File: src/rtl/sar_pkg.sv
package sar_pkg;

    typedef enum logic [2:0] {
        MODE_ONCE      = 3'd0,
        MODE_REPEAT    = 3'd1,
        MODE_SWEEP     = 3'd2,
        MODE_RSWEEP    = 3'd3,
        MODE_RSWEEP_PR = 3'd4
    } scan_mode_e;

    typedef struct packed {
        logic [2:0] mode;
        logic [2:0] chan;
        logic [1:0] grp;
        logic       res10;
        logic [2:0] div;
        logic       ien;
    } scan_cfg_t;

    // conversion clock ratio selected by the divide code
    function automatic int unsigned div_ratio(input logic [2:0] code);
        case (code)
            3'd0:    return 1;
            3'd1:    return 2;
            3'd2:    return 3;
            3'd3:    return 4;
            3'd4:    return 6;
            default: return 12;
        endcase
    endfunction

    // group size in channels, in quarters of the channel count
    function automatic int unsigned grp_size(input logic [1:0] g, input int unsigned nch);
        return (int'(g) + 1) * nch / 4;
    endfunction

endpackage

File: src/rtl/sar_clkdiv.sv
module sar_clkdiv #(
    parameter int CW = 4
) (
    input  logic       clk,
    input  logic       rst_n,
    input  logic       run_i,
    input  logic       clr_i,
    input  logic [2:0] div_i,
    output logic       tick_o
);
    import sar_pkg::*;

    logic [CW-1:0] cnt_d, cnt_q;
    logic [CW-1:0] lim;

    always_comb begin
        lim    = CW'(div_ratio(div_i) - 1);
        tick_o = run_i && !clr_i && (cnt_q == lim);
        if (!run_i || clr_i || tick_o) cnt_d = '0;
        else                           cnt_d = cnt_q + 1'b1;
    end

    always_ff @(posedge clk or negedge rst_n) begin
        if (!rst_n) cnt_q <= '0;
        else        cnt_q <= cnt_d;
    end

endmodule

File: src/rtl/sar_approx.sv
module sar_approx #(
    parameter int RES_HI = 10,
    parameter int RES_LO = 8
) (
    input  logic              clk,
    input  logic              rst_n,
    input  logic              run_i,
    input  logic              clr_i,
    input  logic              tick_i,
    input  logic              res10_i,
    input  logic              cmp_i,
    output logic [RES_HI-1:0] dac_code_o,
    output logic              sampling_o,
    output logic              done_o,
    output logic [RES_HI-1:0] result_o
);
    localparam int SW    = $clog2(RES_HI + 3);
    localparam int SHIFT = RES_HI - RES_LO;

    typedef struct packed {
        logic [SW-1:0]     step;
        logic [RES_HI-1:0] sar;
    } appr_t;

    appr_t             st_d, st_q;
    logic [SW-1:0]     last;
    logic              comparing;
    logic [RES_HI-1:0] trial;
    logic [RES_HI-1:0] kept;

    always_comb begin
        // steps 0 and 1 sample, then one step per trial bit
        last      = res10_i ? SW'(RES_HI + 1) : SW'(RES_LO + 1);
        comparing = (st_q.step >= SW'(2));
        trial     = '0;
        if (comparing)
            trial = RES_HI'(1) << (RES_HI + 1 - int'(st_q.step));
        dac_code_o = st_q.sar | trial;
        kept       = cmp_i ? dac_code_o : st_q.sar;
        sampling_o = run_i && !comparing;
        done_o     = run_i && !clr_i && tick_i && (st_q.step == last);
        result_o   = res10_i ? kept : (kept >> SHIFT);

        st_d = st_q;
        if (!run_i || clr_i) begin
            st_d = '0;
        end else if (tick_i) begin
            if (st_q.step == last) begin
                st_d = '0;
            end else begin
                st_d.step = st_q.step + 1'b1;
                st_d.sar  = comparing ? kept : st_q.sar;
            end
        end
    end

    always_ff @(posedge clk or negedge rst_n) begin
        if (!rst_n) st_q <= '0;
        else        st_q <= st_d;
    end

endmodule

File: src/rtl/sar_result_bank.sv
module sar_result_bank #(
    parameter int NCH = 8,
    parameter int W   = 10,
    localparam int CHW = $clog2(NCH)
) (
    input  logic           clk,
    input  logic           rst_n,
    input  logic           we_i,
    input  logic [CHW-1:0] wsel_i,
    input  logic [W-1:0]   wdata_i,
    input  logic [CHW-1:0] rsel_i,
    output logic [W-1:0]   rdata_o
);
    logic [W-1:0] bank [NCH];

    for (genvar g = 0; g < NCH; g++) begin : g_reg
        logic [W-1:0] r_d, r_q;

        always_comb begin
            r_d = r_q;
            if (we_i && (wsel_i == CHW'(g))) r_d = wdata_i;
        end

        always_ff @(posedge clk or negedge rst_n) begin
            if (!rst_n) r_q <= '0;
            else        r_q <= r_d;
        end

        assign bank[g] = r_q;
    end

    assign rdata_o = bank[rsel_i];

endmodule

File: src/rtl/sar_scan_seq.sv
module sar_scan_seq #(
    parameter int NCH    = 8,
    parameter int RES_HI = 10,
    parameter int RES_LO = 8,
    localparam int CHW   = $clog2(NCH)
) (
    input  logic              clk,
    input  logic              rst_n,
    input  logic              cfg_wr_i,
    input  logic [2:0]        cfg_mode_i,
    input  logic [CHW-1:0]    cfg_chan_i,
    input  logic [1:0]        cfg_grp_i,
    input  logic              cfg_res10_i,
    input  logic [2:0]        cfg_div_i,
    input  logic              cfg_ien_i,
    input  logic              cfg_start_i,
    output logic              start_o,
    input  logic              cmp_i,
    output logic [RES_HI-1:0] dac_code_o,
    output logic [CHW-1:0]    mux_sel_o,
    output logic              sample_o,
    input  logic [CHW-1:0]    rd_sel_i,
    output logic [RES_HI-1:0] rd_data_o,
    output logic              eoc_irq_o
);
    import sar_pkg::*;

    typedef struct packed {
        scan_cfg_t      cfg;
        logic           start;
        logic [CHW-1:0] chan;
        logic [CHW-1:0] scan;
        logic           pri_turn;
        logic           irq;
    } seq_t;

    seq_t              st_d, st_q;
    logic              tick;
    logic              done;
    logic [RES_HI-1:0] result;
    logic [CHW-1:0]    grp_last;

    sar_clkdiv #(.CW(4)) u_div (
        .clk    (clk),
        .rst_n  (rst_n),
        .run_i  (st_q.start),
        .clr_i  (cfg_wr_i),
        .div_i  (st_q.cfg.div),
        .tick_o (tick)
    );

    sar_approx #(.RES_HI(RES_HI), .RES_LO(RES_LO)) u_appr (
        .clk        (clk),
        .rst_n      (rst_n),
        .run_i      (st_q.start),
        .clr_i      (cfg_wr_i),
        .tick_i     (tick),
        .res10_i    (st_q.cfg.res10),
        .cmp_i      (cmp_i),
        .dac_code_o (dac_code_o),
        .sampling_o (sample_o),
        .done_o     (done),
        .result_o   (result)
    );

    sar_result_bank #(.NCH(NCH), .W(RES_HI)) u_bank (
        .clk     (clk),
        .rst_n   (rst_n),
        .we_i    (done),
        .wsel_i  (st_q.chan),
        .wdata_i (result),
        .rsel_i  (rd_sel_i),
        .rdata_o (rd_data_o)
    );

    always_comb begin
        grp_last = CHW'(grp_size(st_q.cfg.grp, NCH) - 1);
        st_d     = st_q;
        st_d.irq = 1'b0;

        if (cfg_wr_i) begin
            st_d.cfg      = '{mode: cfg_mode_i, chan: cfg_chan_i, grp: cfg_grp_i,
                              res10: cfg_res10_i, div: cfg_div_i, ien: cfg_ien_i};
            st_d.start    = cfg_start_i;
            st_d.scan     = '0;
            st_d.pri_turn = 1'b1;
            if (cfg_mode_i == MODE_SWEEP || cfg_mode_i == MODE_RSWEEP) st_d.chan = '0;
            else                                                       st_d.chan = cfg_chan_i;
        end else if (done) begin
            case (st_q.cfg.mode)
                MODE_REPEAT: ;
                MODE_SWEEP: begin
                    if (st_q.chan == grp_last) begin
                        st_d.start = 1'b0;
                        st_d.irq   = st_q.cfg.ien;
                    end else begin
                        st_d.chan = st_q.chan + 1'b1;
                    end
                end
                MODE_RSWEEP: begin
                    st_d.chan = (st_q.chan == grp_last) ? '0 : st_q.chan + 1'b1;
                end
                MODE_RSWEEP_PR: begin
                    if (st_q.pri_turn) begin
                        st_d.chan     = st_q.scan;
                        st_d.pri_turn = 1'b0;
                    end else begin
                        st_d.chan     = st_q.cfg.chan;
                        st_d.pri_turn = 1'b1;
                        st_d.scan     = (st_q.scan == grp_last) ? '0 : st_q.scan + 1'b1;
                    end
                end
                default: begin
                    st_d.start = 1'b0;
                    st_d.irq   = st_q.cfg.ien;
                end
            endcase
        end
    end

    always_ff @(posedge clk or negedge rst_n) begin
        if (!rst_n) st_q <= '0;
        else        st_q <= st_d;
    end

    assign start_o   = st_q.start;
    assign mux_sel_o = st_q.chan;
    assign eoc_irq_o = st_q.irq;

endmodule

File: config.mk
export PLATFORM = sky130hd
export DESIGN_NAME = sar_scan_seq
export DESIGN_NICKNAME = d
export VERILOG_FILES = /design/src/rtl/sar_pkg.sv /design/src/rtl/sar_clkdiv.sv /design/src/rtl/sar_approx.sv /design/src/rtl/sar_result_bank.sv /design/src/rtl/sar_scan_seq.sv
export SDC_FILE = /design/constraint.sdc
export NUM_CORES = 1
export LEC_CHECK = 0
export ABC_AREA = 0
export CORE_MARGIN = 2
export CORE_UTILIZATION = 30
export DETAILED_ROUTE_END_ITERATION = 10
export PLACE_DENSITY = 0.45
export SKIP_CTS_REPAIR_TIMING = 1
export SYNTH_ARGS = -nofsm -noshare
export SYNTH_HDL_FRONTEND = slang
export SYNTH_SLANG_ARGS = --single-unit
export TNS_END_PERCENT = 50
File: constraint.sdc
create_clock -name clk -period 2.95 [get_ports clk]
set_input_delay 0.59 -clock clk [delete_from_list [all_inputs] [get_ports clk]]
set_output_delay 0.59 -clock clk [all_outputs]
set_load 0.005 [all_outputs]
---- Word level (Yosys, flattened, before mapping) ----
Index checks and enable logic that the tools add are counted.
word-level totals
  output and inout bits ................... 26
  flip-flop bits (word level) ............. 120
  logic and storage cells ................. 121
  bits in writable memories ............... 0
  memory bits (read-only) ................. 0
  bits in latches ......................... 0
  memories ................................ 0
cells by class
  equality and inequality tests ........... 25
  $add $sub $neg .......................... 8
  shift operators ......................... 1
  order comparisons ....................... 2
  bitwise gates (word level) .............. 2
  multiply operators ...................... 0
  reduce and logical (&&, ||, !) cells .... 32
  multiplexer cells ....................... 29
  div/mod/pow operators ................... 0
operator list
  kind                   count
  $mux 10                6
  $mux 14                3
  $shl 1x32->10 const A  1
  $bmux 10 s3            1
  $eq 3x2->1 const B     8
  $pmux 4 s5             1
  $eq 3x3->1 const B     6
  $mux 3                 6
  $logic_and 1x1->1      13
  $or 10x10->10          1
  $eq 3x1->1 const B     3
  $mux 9                 1
  $pmux 3 s3             1
  $reduce_and 3->1       3
  $add 4x1->4 const B    2
  $eq 4x4->1             2
  $mux 4                 2
  $mux 8                 1
  $add 3x1->3 const B    2
  $eq 3x3->1             2
  $logic_not 3->1        2
  $ne 3x3->1 const B     2
  $reduce_bool 2->1      3
  $sub 4x4->5 const A    1
  17 further kinds       26

---- Longest topological paths before layout ----
Gate-level depths: netlist (run 1).
  depth after elaboration ................. 9
  gate-level depth with buffers ........... 11
  depth with buffers taken out ............ 9

---- Modules after synthesis ----
Synthesis (run 1) repeated with hierarchy kept, for this count alone.
unflattened totals
  cell total of the unflattened synthesis .. 479
  area total of the unflattened synthesis .. 6323.6 um^2
by module, submodules not included
  module           area an instance (um^2)  instances  cells an instance
  sar_result_bank  3694.8                   1          210
  sar_scan_seq     1231.2                   1          114
  sar_approx       1099.8                   1          125
  sar_clkdiv       297.8                    1          30

---- Worst setup path before layout (run 1) ----
No wires, ideal clock.
  path kind ............................... reg-to-reg
  start ................................... register st_q[10] (netlist name)
  end ..................................... register u_bank.g_reg[4].r_q[0]
  slack ................................... 0.275 ns
  stages on the path, launching flop included .. 12
  arrival time ............................ 2.550 ns
  data required time ...................... 2.825 ns
  path buffers ............................ 2
  cell sequence ........................... dfrtp_1 xor2_1 o21ai_0 ha_1 xor2_1 o21ai_0 or3b_1 nor2_2 buf_6 and3_4 buf_12 mux2_4
between the ends
  longest elaborated chain between the ends .. 8
  elaborated cells on any way between the ends .. 12
  those cells by class .................... add/sub: 1; eq/ne: 5; mux: 1; reduce/logical: 5
ends and longest elaborated chain
  what                                 RTL line               text
  start, declared                      sar_scan_seq.sv:37     seq_t st_d, st_q;
  start signal, assigned               sar_scan_seq.sv:123    else st_q <= st_d;
  $eq 3x3->1 (tied with other cells)   sar_pkg.sv:22          case (code)
  $pmux 4 s5 (*)                       sar_pkg.sv:22
  $sub 4x1->4 (*)                      sar_clkdiv.sv:17       lim = CW'(div_ratio(div_i) - 1);
  $eq 4x4->1 (*)                       sar_clkdiv.sv:18       tick_o = run_i && !clr_i && (cnt_q == lim);
  $logic_and 1x1->1 (*)                sar_clkdiv.sv:18
  $logic_and 1x1->1 (*) (2 in series)  sar_approx.sv:41       done_o = run_i && !clr_i && tick_i && (st_q.step == last);
  $logic_and 1x1->1 (*)                sar_result_bank.sv:21  if (we_i && (wsel_i == CHW'(g))) r_d = wdata_i;
  end signal, assigned                 sar_result_bank.sv:26  else r_q <= r_d;
  end, declared                        sar_result_bank.sv:17  logic [W-1:0] r_d, r_q;
Every way passes the cells marked *; elsewhere a longest branch is shown, timed or not.
A chain may end at the register's enable or synchronous reset.

---- Worst setup path in the final report (run 1) ----
  start ................................... register u_appr.st_q[13] (netlist name)
  end ..................................... output dac_code_o[8]
between the ends
  longest elaborated chain between the ends .. 4
  elaborated cells on any way between the ends .. 5
  those cells by class .................... add/sub: 1; order compare: 1; shift: 1; mux: 1; bitwise: 1
ends and longest elaborated chain
  what                    RTL line            text
  start, declared         sar_approx.sv:25    appr_t st_d, st_q;
  start signal, assigned  sar_approx.sv:59    else st_q <= st_d;
  $sub 4x4->5             sar_approx.sv:37    trial = RES_HI'(1) << (RES_HI + 1 - int'(st_q.step));
  $shl 1x32->10           sar_approx.sv:37
  $mux 10 (*)             sar_approx.sv:36    if (comparing)
  $or 10x10->10 (*)       sar_approx.sv:38    dac_code_o = st_q.sar | trial;
  end, declared           sar_scan_seq.sv:19  output logic [RES_HI-1:0] dac_code_o,
Marks and branches as above.

==> reports/qor.json, run 1 <==
{
  "run_status": {"value": "finished, final reports clean"},
  "vias_per_cell": {"value": 4.847},
  "critPathKind": {"value": "reg -> out"},
  "vdd_drop_max": {"value": 0.0003477, "unit": "V"},
  "synthesis.nets": {"value": 513},
  "floorplan.core_area": {"value": 20230, "unit": "sq um"},
  "clock_tree.htree_level_count": {"value": 4},
  "cts-root-to-sink-buffers": {"value": 2},
  "worst_clock_skew": {"value": 7.671, "unit": "ps"},
  "dp_worst_setup_slack": {"value": -235.4, "unit": "ps"},
  "timing.hold.worst.class": {"value": "in -> async"},
  "critical-path-max-stage-delay": {"value": 490, "unit": "ps"},
  "mostFrequentLayoutCells": {"value": "120 x sky130_fd_sc_hd__dfrtp_1, 92 x sky130_fd_sc_hd__mux2_2, 36 x sky130_fd_sc_hd__clkdlybuf4s50_1"},
  "crit_chain": {"value": "inv_2 -> ha_1 -> o21ai_2 -> and2_4 -> buf_4 -> nor3_4 -> a21o_1 -> clkdlybuf4s50_1"},
  "chipHeight": {"value": 147.6, "unit": "um"},
  "critical-path-slowest-cell": {"value": "sky130_fd_sc_hd__clkdlybuf4s50_1"},
  "cts_num_sinks": {"value": 120},
  "grt_start_max_net_pins": {"value": 52},
  "synthesis.area_per_instance": {"value": 12.96, "unit": "sq um"},
  "netlist_area": {"value": 6183, "unit": "sq um"},
  "final_nets": {"value": 598},
  "pin_count": {"value": 47},
  "p_leak": {"value": 3.784, "unit": "nW"},
  "timing.critical_path.from_type": {"value": "flop"},
  "avgRoutedWirePerCell": {"value": 17.36, "unit": "um"},
  "area_delta_synth_final": {"value": 28.47, "unit": "%"},
  "post-dp-hpwl": {"value": 10.05, "unit": "mm"},
  "floorplan.initialDensity": {"value": 0.3056},
  "routability_driven_placement_congestion_ratio": {"value": 0.7841},
  "drc": {"value": 0},
  "std_cell_rows": {"value": 52},
  "dieArea": {"value": 21780, "unit": "sq um"},
  "tritoncts": {"value": "yes"},
  "number_of_antenna_violations_at_the_first_check_in_global_routing": {"value": 0},
  "fillerInstances": {"value": 1923},
  "cts_buffers": {"value": 17},
  "report.final.setup_viol": {"value": 0},
  "crit_required": {"value": 2360, "unit": "ps"},
  "synth.yosys.seq_area_share": {"value": 0.4856},
  "number_of_synthesized_register_bits": {"value": 120},
  "cts.root.buffer_cell": {"value": "sky130_fd_sc_hd__clkbuf_16"},
  "drive_above_1_share": {"value": 0.3833},
  "asyncSetResetFlopFracSynth": {"value": 1.000},
  "first_global_vias": {"value": 4259},
  "yosys_warnings": {"value": 0},
  "post_synth_inst_count": {"value": 477},
  "crit_path_end_kind": {"value": "primary output"},
  "insertion_delay": {"value": 410, "unit": "ps"},
  "multiInputGateArea": {"value": 3057, "unit": "sq um"},
  "die-width": {"value": 147.6, "unit": "um"},
  "routed-via-count": {"value": 4091},
  "worst_setup_hold_path_clk_slew": {"value": 50, "unit": "ps"},
  "gr-total-overflow": {"value": 0},
  "worst-slew-pin-transition": {"value": 819.0, "unit": "ps"},
  "drt-total-wl": {"value": 14.65, "unit": "mm"},
  "finalCriticalPeriod": {"value": 2857, "unit": "ps"},
  "max_freq": {"value": 350.1, "unit": "MHz"},
  "insertedDiodeCount": {"value": 0},
  "final_cell_area": {"value": 7944, "unit": "sq um"},
  "final_common_cell": {"value": "sky130_fd_sc_hd__dfrtp_1"},
  "crit_fanout": {"value": 4},
  "io_buffer_count": {"value": 46},
  "drt_pass1_iterations": {"value": 4},
  "cellPowerDensity": {"value": 538.3, "unit": "nW/um^2"},
  "worst-endpoint-arrival": {"value": 2270, "unit": "ps"},
  "synth_ff_type": {"value": "sky130_fd_sc_hd__dfrtp_1"},
  "setup_slack": {"value": 93.47, "unit": "ps"},
  "post_place_cell_area": {"value": 7182, "unit": "sq um"},
  "finalCritPeriodShare": {"value": 0.9683},
  "synth_cell_types": {"value": 55},
  "dr.first_iter.drc_count": {"value": 132},
  "finalMaxSlewViolations": {"value": 0},
  "rsz0062_at_grt": {"value": "yes"},
  "max-slew-margin-rel": {"value": 0.4514},
  "count_of_flip_flops_with_a_built_in_enable_after_synthesis": {"value": 0},
  "seqCellArea": {"value": 3003, "unit": "sq um"},
  "grtUsageTotal": {"value": 0.1415},
  "ant_nets": {"value": 0},
  "report.final.hold_viol_count": {"value": 0},
  "max_cap_violations": {"value": 0},
  "grt_pass1_wl": {"value": 23.81, "unit": "mm"}
}
-- state kept, by name, indices dropped and copies added, names as in the netlist --
| name | cells |
|---|---|
| eoc_irq_o | 1 |
| mux_sel_o | 3 |
| start_o | 1 |
| u_bank.g.r_q | 80 |
| u_div.cnt_q | 4 |
| st_q | 17 |
| u_appr.st_q | 14 |
-- worst max-delay path: cells and delay by family, from the launching register on --
| kind | cells | cell delay [ps] |
|---|---|---|
| AOI/OAI and AO/OA | 2 | 230 |
| and+or+nand+nor | 2 | 340 |
| buffers and inverters | 3 | 720 |
| adders and majority gates | 1 | 150 |
| DFF | 1 | 400 |
-- path summary, 6_finish.rpt --
path,from,end,cells after the start,slack [ps]
min in group clk,st_q[9]$_DFFE_PN0P_,st_q[9]$_DFFE_PN0P_,2,470
max in group asynchronous,rst_n,u_bank.g_reg[1].r_q[7]$_DFFE_PN0P_,2,1930
setup reg to reg,st_q[10]$_DFFE_PN0P_,u_bank.g_reg[6].r_q[0]$_DFFE_PN0P_,11,140
hold / removal,rst_n,u_bank.g_reg[4].r_q[3]$_DFFE_PN0P_,1,120
hold reg to reg,st_q[9]$_DFFE_PN0P_,st_q[9]$_DFFE_PN0P_,2,470
setup / recovery,u_appr.st_q[13]$_DFFE_PN0N_,dac_code_o[8],8,90
-- Yosys cell counts, types with 9 or more instances --
master,n,area share
sky130_fd_sc_hd__dfrtp_1,120,0.49
sky130_fd_sc_hd__a21oi_1,9,0.0073
sky130_fd_sc_hd__a31oi_1,11,0.011
sky130_fd_sc_hd__mux4_2,20,0.073
sky130_fd_sc_hd__nand3_1,9,0.0073
sky130_fd_sc_hd__o21ai_0,17,0.014
sky130_fd_sc_hd__ha_1,15,0.030
sky130_fd_sc_hd__nor2_1,25,0.015
sky130_fd_sc_hd__nand2_1,29,0.018
sky130_fd_sc_hd__mux2_2,92,0.17
sky130_fd_sc_hd__inv_1,11,0.0067
sky130_fd_sc_hd__mux2_4,10,0.024
sky130_fd_sc_hd__mux2i_1,11,0.018
-- power by group --
group          switching (mW)  internal (mW)  leakage [nW]
clock network           0.707           1.43         0.298
logic                   0.216          0.188          1.85
registers              0.0510           1.68          1.64
-- cells by family (layout without fill, tap and decap cells) --
kind of cell,Yosys count,after routing,share of synthesized area
AND/OR/NAND/NOR,105,105,0.09247
AO/OA/AOI/OAI,59,59,0.06091
XOR/XNOR,13,13,0.02145
adder cells (fa/ha/maj),15,15,0.03035
multiplexers,133,133,0.2825
flip-flops,120,120,0.4856
buffers and inverters,32,129,0.02671
-- layer usage --
| layer | global-route usage | routed length [um] | vias to the layer above |
|---|---|---|---|
| li1 | - | - | 1918 |
| met1 | 0.1876 | 6852 | 2102 |
| met2 | 0.2314 | 7179 | 56 |
| met3 | 0.03889 | 467 | 15 |
| met4 | 0.03317 | 150 | 0 |
| met5 | 0 | 0 | - |
-- stage by stage --
step                std cells  setup TNS (ps)  hold WS [ps]  power (mW)    util
floorplan                 477               0         294.4       1.989       -
detailed placement        806           -3087         464.3       2.164  0.3549
CTS                       837           -3668         126.6       4.335  0.3854
finish                    844               0         117.6       4.276  0.3926
global route              844          -1.672         132.1       4.458  0.3926
global placement          806           -3354         449.2       2.161  0.3549
-- layout make-up --
cell class | count | area share
Inverter | 12 | 0.005670
Clock inverter | 7 | 0.01449
Timing Repair Buffer | 86 | 0.1114
Multi-Input combinational cell | 325 | 0.3848
Sequential cell | 120 | 0.3780
Tap cell | 270 | 0.04253
Clock buffer | 24 | 0.06316
No activity file was read; power rests on OpenSTA's default activity.
==> run 2: changes to the inputs <==
--- a/config.mk
+++ b/config.mk
@@ -5,7 +5,6 @@
 export SDC_FILE = /design/constraint.sdc
 export NUM_CORES = 1
 export LEC_CHECK = 0
-export ABC_AREA = 0
 export CORE_MARGIN = 2
 export CORE_UTILIZATION = 30
 export DETAILED_ROUTE_END_ITERATION = 10
==> results of run 2 <==
Final layout, timing and power as in run 1 (identical DEF).
==> run 3: changes to the inputs <==
--- a/config.mk
+++ b/config.mk
@@ -8,7 +8,6 @@
 export CORE_MARGIN = 2
 export CORE_UTILIZATION = 30
 export DETAILED_ROUTE_END_ITERATION = 10
-export PLACE_DENSITY = 0.45
 export SKIP_CTS_REPAIR_TIMING = 1
 export SYNTH_ARGS = -nofsm -noshare
 export SYNTH_HDL_FRONTEND = slang
==> run 3 against run 2 <==
Final cell count is 0.12% higher. Design area grew 1.1%. Combinational power grew 12%. Die area did not move. Power up 5.4%. Critical path depth down 2. Flip-flop and latch count unchanged. Maximum frequency increased by 0.18%. Global-route usage is 0.27 points lower. Non-clock buffer count decreased by 3. Routed wire length rose by 1.8%.
==> reports/qor.json, run 3 (synthesis results as in run 1) <==
{
  "run_status": {"value": "finished, final reports clean"},
  "report.final.hold_viol_count": {"value": 0, "change": "unchanged"},
  "largest_register_ffs": {"value": 80, "change": "unchanged"},
  "setup_slack": {"value": 98.59, "unit": "ps", "change": "+5.114 ps"},
  "insertion_delay": {"value": 420, "unit": "ps", "change": "about the same"},
  "drive_above_1_share": {"value": 0.3878, "change": "+0.004551"},
  "grtUsageTotal": {"value": 0.1388, "change": "-0.002684"},
  "tritoncts": {"value": "yes"},
  "final_nets": {"value": 598, "change": "unchanged"},
  "die-width": {"value": 147.6, "unit": "um", "change": "unchanged"},
  "gr-total-overflow": {"value": 0, "change": "unchanged"},
  "avgRoutedWirePerCell": {"value": 17.64, "unit": "um", "change": "+1.6%"},
  "drc": {"value": 0, "change": "unchanged"},
  "finalCritPeriodShare": {"value": 0.9666, "change": "-0.001734"},
  "timing.hold.worst.class": {"value": "in -> async"},
  "chipHeight": {"value": 147.6, "unit": "um", "change": "unchanged"},
  "worst_setup_hold_path_clk_slew": {"value": 60, "unit": "ps", "change": "about the same"},
  "worst-slew-pin-transition": {"value": 773.6, "unit": "ps", "change": "-45.41 ps"},
  "number_of_antenna_violations_at_the_first_check_in_global_routing": {"value": 0, "change": "unchanged"},
  "finalMaxSlewViolations": {"value": 0, "change": "unchanged"},
  "crit_fanout": {"value": 7, "change": "+3"},
  "dp_worst_setup_slack": {"value": -248.8, "unit": "ps", "change": "-13.40 ps"},
  "vdd_drop_max": {"value": 0.0003380, "unit": "V", "change": "-2.8%"},
  "final_common_cell": {"value": "sky130_fd_sc_hd__dfrtp_1"},
  "worst_clock_skew": {"value": 11.01, "unit": "ps", "change": "+3.336 ps"},
  "max_cap_violations": {"value": 0, "change": "unchanged"},
  "cts.root.buffer_cell": {"value": "sky130_fd_sc_hd__clkbuf_16"},
  "post-dp-hpwl": {"value": 9.909, "unit": "mm", "change": "-1.4%"},
  "cts_num_sinks": {"value": 120, "change": "unchanged"},
  "grt_pass1_wl": {"value": 23.23, "unit": "mm", "change": "-2.4%"},
  "finalCriticalPeriod": {"value": 2851, "unit": "ps", "change": "-5.114 ps"},
  "routed-via-count": {"value": 4145, "change": "+1.3%"},
  "routability_driven_placement_congestion_ratio": {"value": 0.8436, "change": "+7.6%"},
  "io_buffer_count": {"value": 46, "change": "unchanged"},
  "drt-total-wl": {"value": 14.91, "unit": "mm", "change": "+1.8%"},
  "mostFrequentLayoutCells": {"value": "119 x sky130_fd_sc_hd__dfrtp_1, 92 x sky130_fd_sc_hd__mux2_2, 35 x sky130_fd_sc_hd__clkdlybuf4s50_1"},
  "area_delta_synth_final": {"value": 29.93, "unit": "%"},
  "whs": {"value": 185.7, "unit": "ps", "change": "+68.15 ps"},
  "cellPowerDensity": {"value": 560.9, "unit": "nW/um^2", "change": "+4.2%"},
  "critical_path.reg2reg.startpoint": {"value": "st_q[10]$_DFFE_PN0P_"},
  "cp-startpoint": {"value": "u_appr.st_q[12]$_DFFE_PN0N_"},
  "max-slew-margin-rel": {"value": 0.4818, "change": "+0.03041"},
  "dieArea": {"value": 21780, "unit": "sq um", "change": "unchanged"},
  "final_total_power": {"value": 4.506, "unit": "mW", "change": "+5.4%"},
  "grt_start_max_net_pins": {"value": 58, "change": "+12%"},
  "reg_top3": {"value": "u_bank.g.r_q: 80 flops, st_q: 17 flops, u_appr.st_q: 14 flops"},
  "max_freq": {"value": 350.7, "unit": "MHz", "change": "+0.18%"},
  "std_cell_rows": {"value": 52, "change": "unchanged"},
  "cts-root-to-sink-buffers": {"value": 2, "change": "unchanged"},
  "dr.first_iter.drc_count": {"value": 295, "change": "+120%"},
  "ant_nets": {"value": 0, "change": "unchanged"},
  "pin_count": {"value": 47, "change": "unchanged"},
  "crit_path_end_kind": {"value": "primary output"},
  "first_global_vias": {"value": 4355, "change": "+2.3%"},
  "p_leak": {"value": 3.829, "unit": "nW", "change": "+1.2%"},
  "report.final.setup_viol": {"value": 0, "change": "unchanged"},
  "cts_buffers": {"value": 17, "change": "unchanged"},
  "insertedDiodeCount": {"value": 0, "change": "unchanged"},
  "worst-r2r-cell-count": {"value": 10, "change": "-1"},
  "worst-endpoint-arrival": {"value": 2260, "unit": "ps", "change": "about the same"},
  "drt_pass1_iterations": {"value": 5, "change": "+1"},
  "clock_tree.htree_level_count": {"value": 4, "change": "unchanged"},
  "vias_per_cell": {"value": 4.905, "change": "+1.2%"},
  "final_core_utilization": {"value": 0.3970, "change": "+0.004452"},
  "regMostFlops": {"value": "u_bank.g.r_q"},
  "crit_required": {"value": 2360, "unit": "ps", "change": "about the same"},
  "floorplan.core_area": {"value": 20230, "unit": "sq um", "change": "unchanged"},
  "floorplan.initialDensity": {"value": 0.3056, "change": "unchanged"},
  "setup_total_negative_slack": {"value": 0, "unit": "ps", "change": "unchanged"},
  "timing.critical_path.from_type": {"value": "flop"},
  "critPathKind": {"value": "reg -> out"}
}
run 3: layout make-up:
cell class / instances / area [sq um]
fillers: 1875 / 12200
multi-input cells: 328 / 3112
flip-flops and latches: 120 / 3004
repair buffers: 83 / 874.6
clock buffers: 17 / 425.4
well taps: 270 / 337.8
clock inverters: 15 / 235.2
inverters: 12 / 45.04
run 3: routing by layer:
metal	part of all wire	routed length [um]	up-vias	track usage
met5	0	0	-	0
met1	0.46	6827	2112	0.1858
met3	0.046	681	4	0.03580
met4	0.0037	55	0	0.04567
met2	0.49	7343	101	0.2205
li1	-	-	1928	-
run 3: per-stage QoR:
step	cell area, sq um	instances
after CTS	7828	836
after floorplan	6183	477
after global placement	7167	804
after detailed placement	7167	804
after global routing	8034	845
final	8034	845
run 3: where the power goes:
group	switching (mW)	internal (mW)	total, mW	leakage, nW
Combinational	0.258	0.194	0.452	1.88
Sequential	0.0458	1.68	1.73	1.63
Clock	0.811	1.52	2.33	0.316
run 3: final timing paths:
path | endpoint | slack (ps)
min reg2reg | st_q[9]$_DFFE_PN0P_ | 480
max reg2reg | u_bank.g_reg[6].r_q[3]$_DFFE_PN0P_ | 130
max | dac_code_o[8] | 100
min in group clk | st_q[9]$_DFFE_PN0P_ | 480
max in group asynchronous | u_bank.g_reg[1].r_q[7]$_DFFE_PN0P_ | 2020
min | u_bank.g_reg[0].r_q[3]$_DFFE_PN0P_ | 190
run 3: critical path: stages (launching register included):
cell	delay (ps)
sky130_fd_sc_hd__dfrtp_1	390
sky130_fd_sc_hd__buf_4	160
sky130_fd_sc_hd__ha_2	240
sky130_fd_sc_hd__nor2_4	130
sky130_fd_sc_hd__and3_2	240
sky130_fd_sc_hd__a21o_1	170
sky130_fd_sc_hd__clkdlybuf4s50_1	510
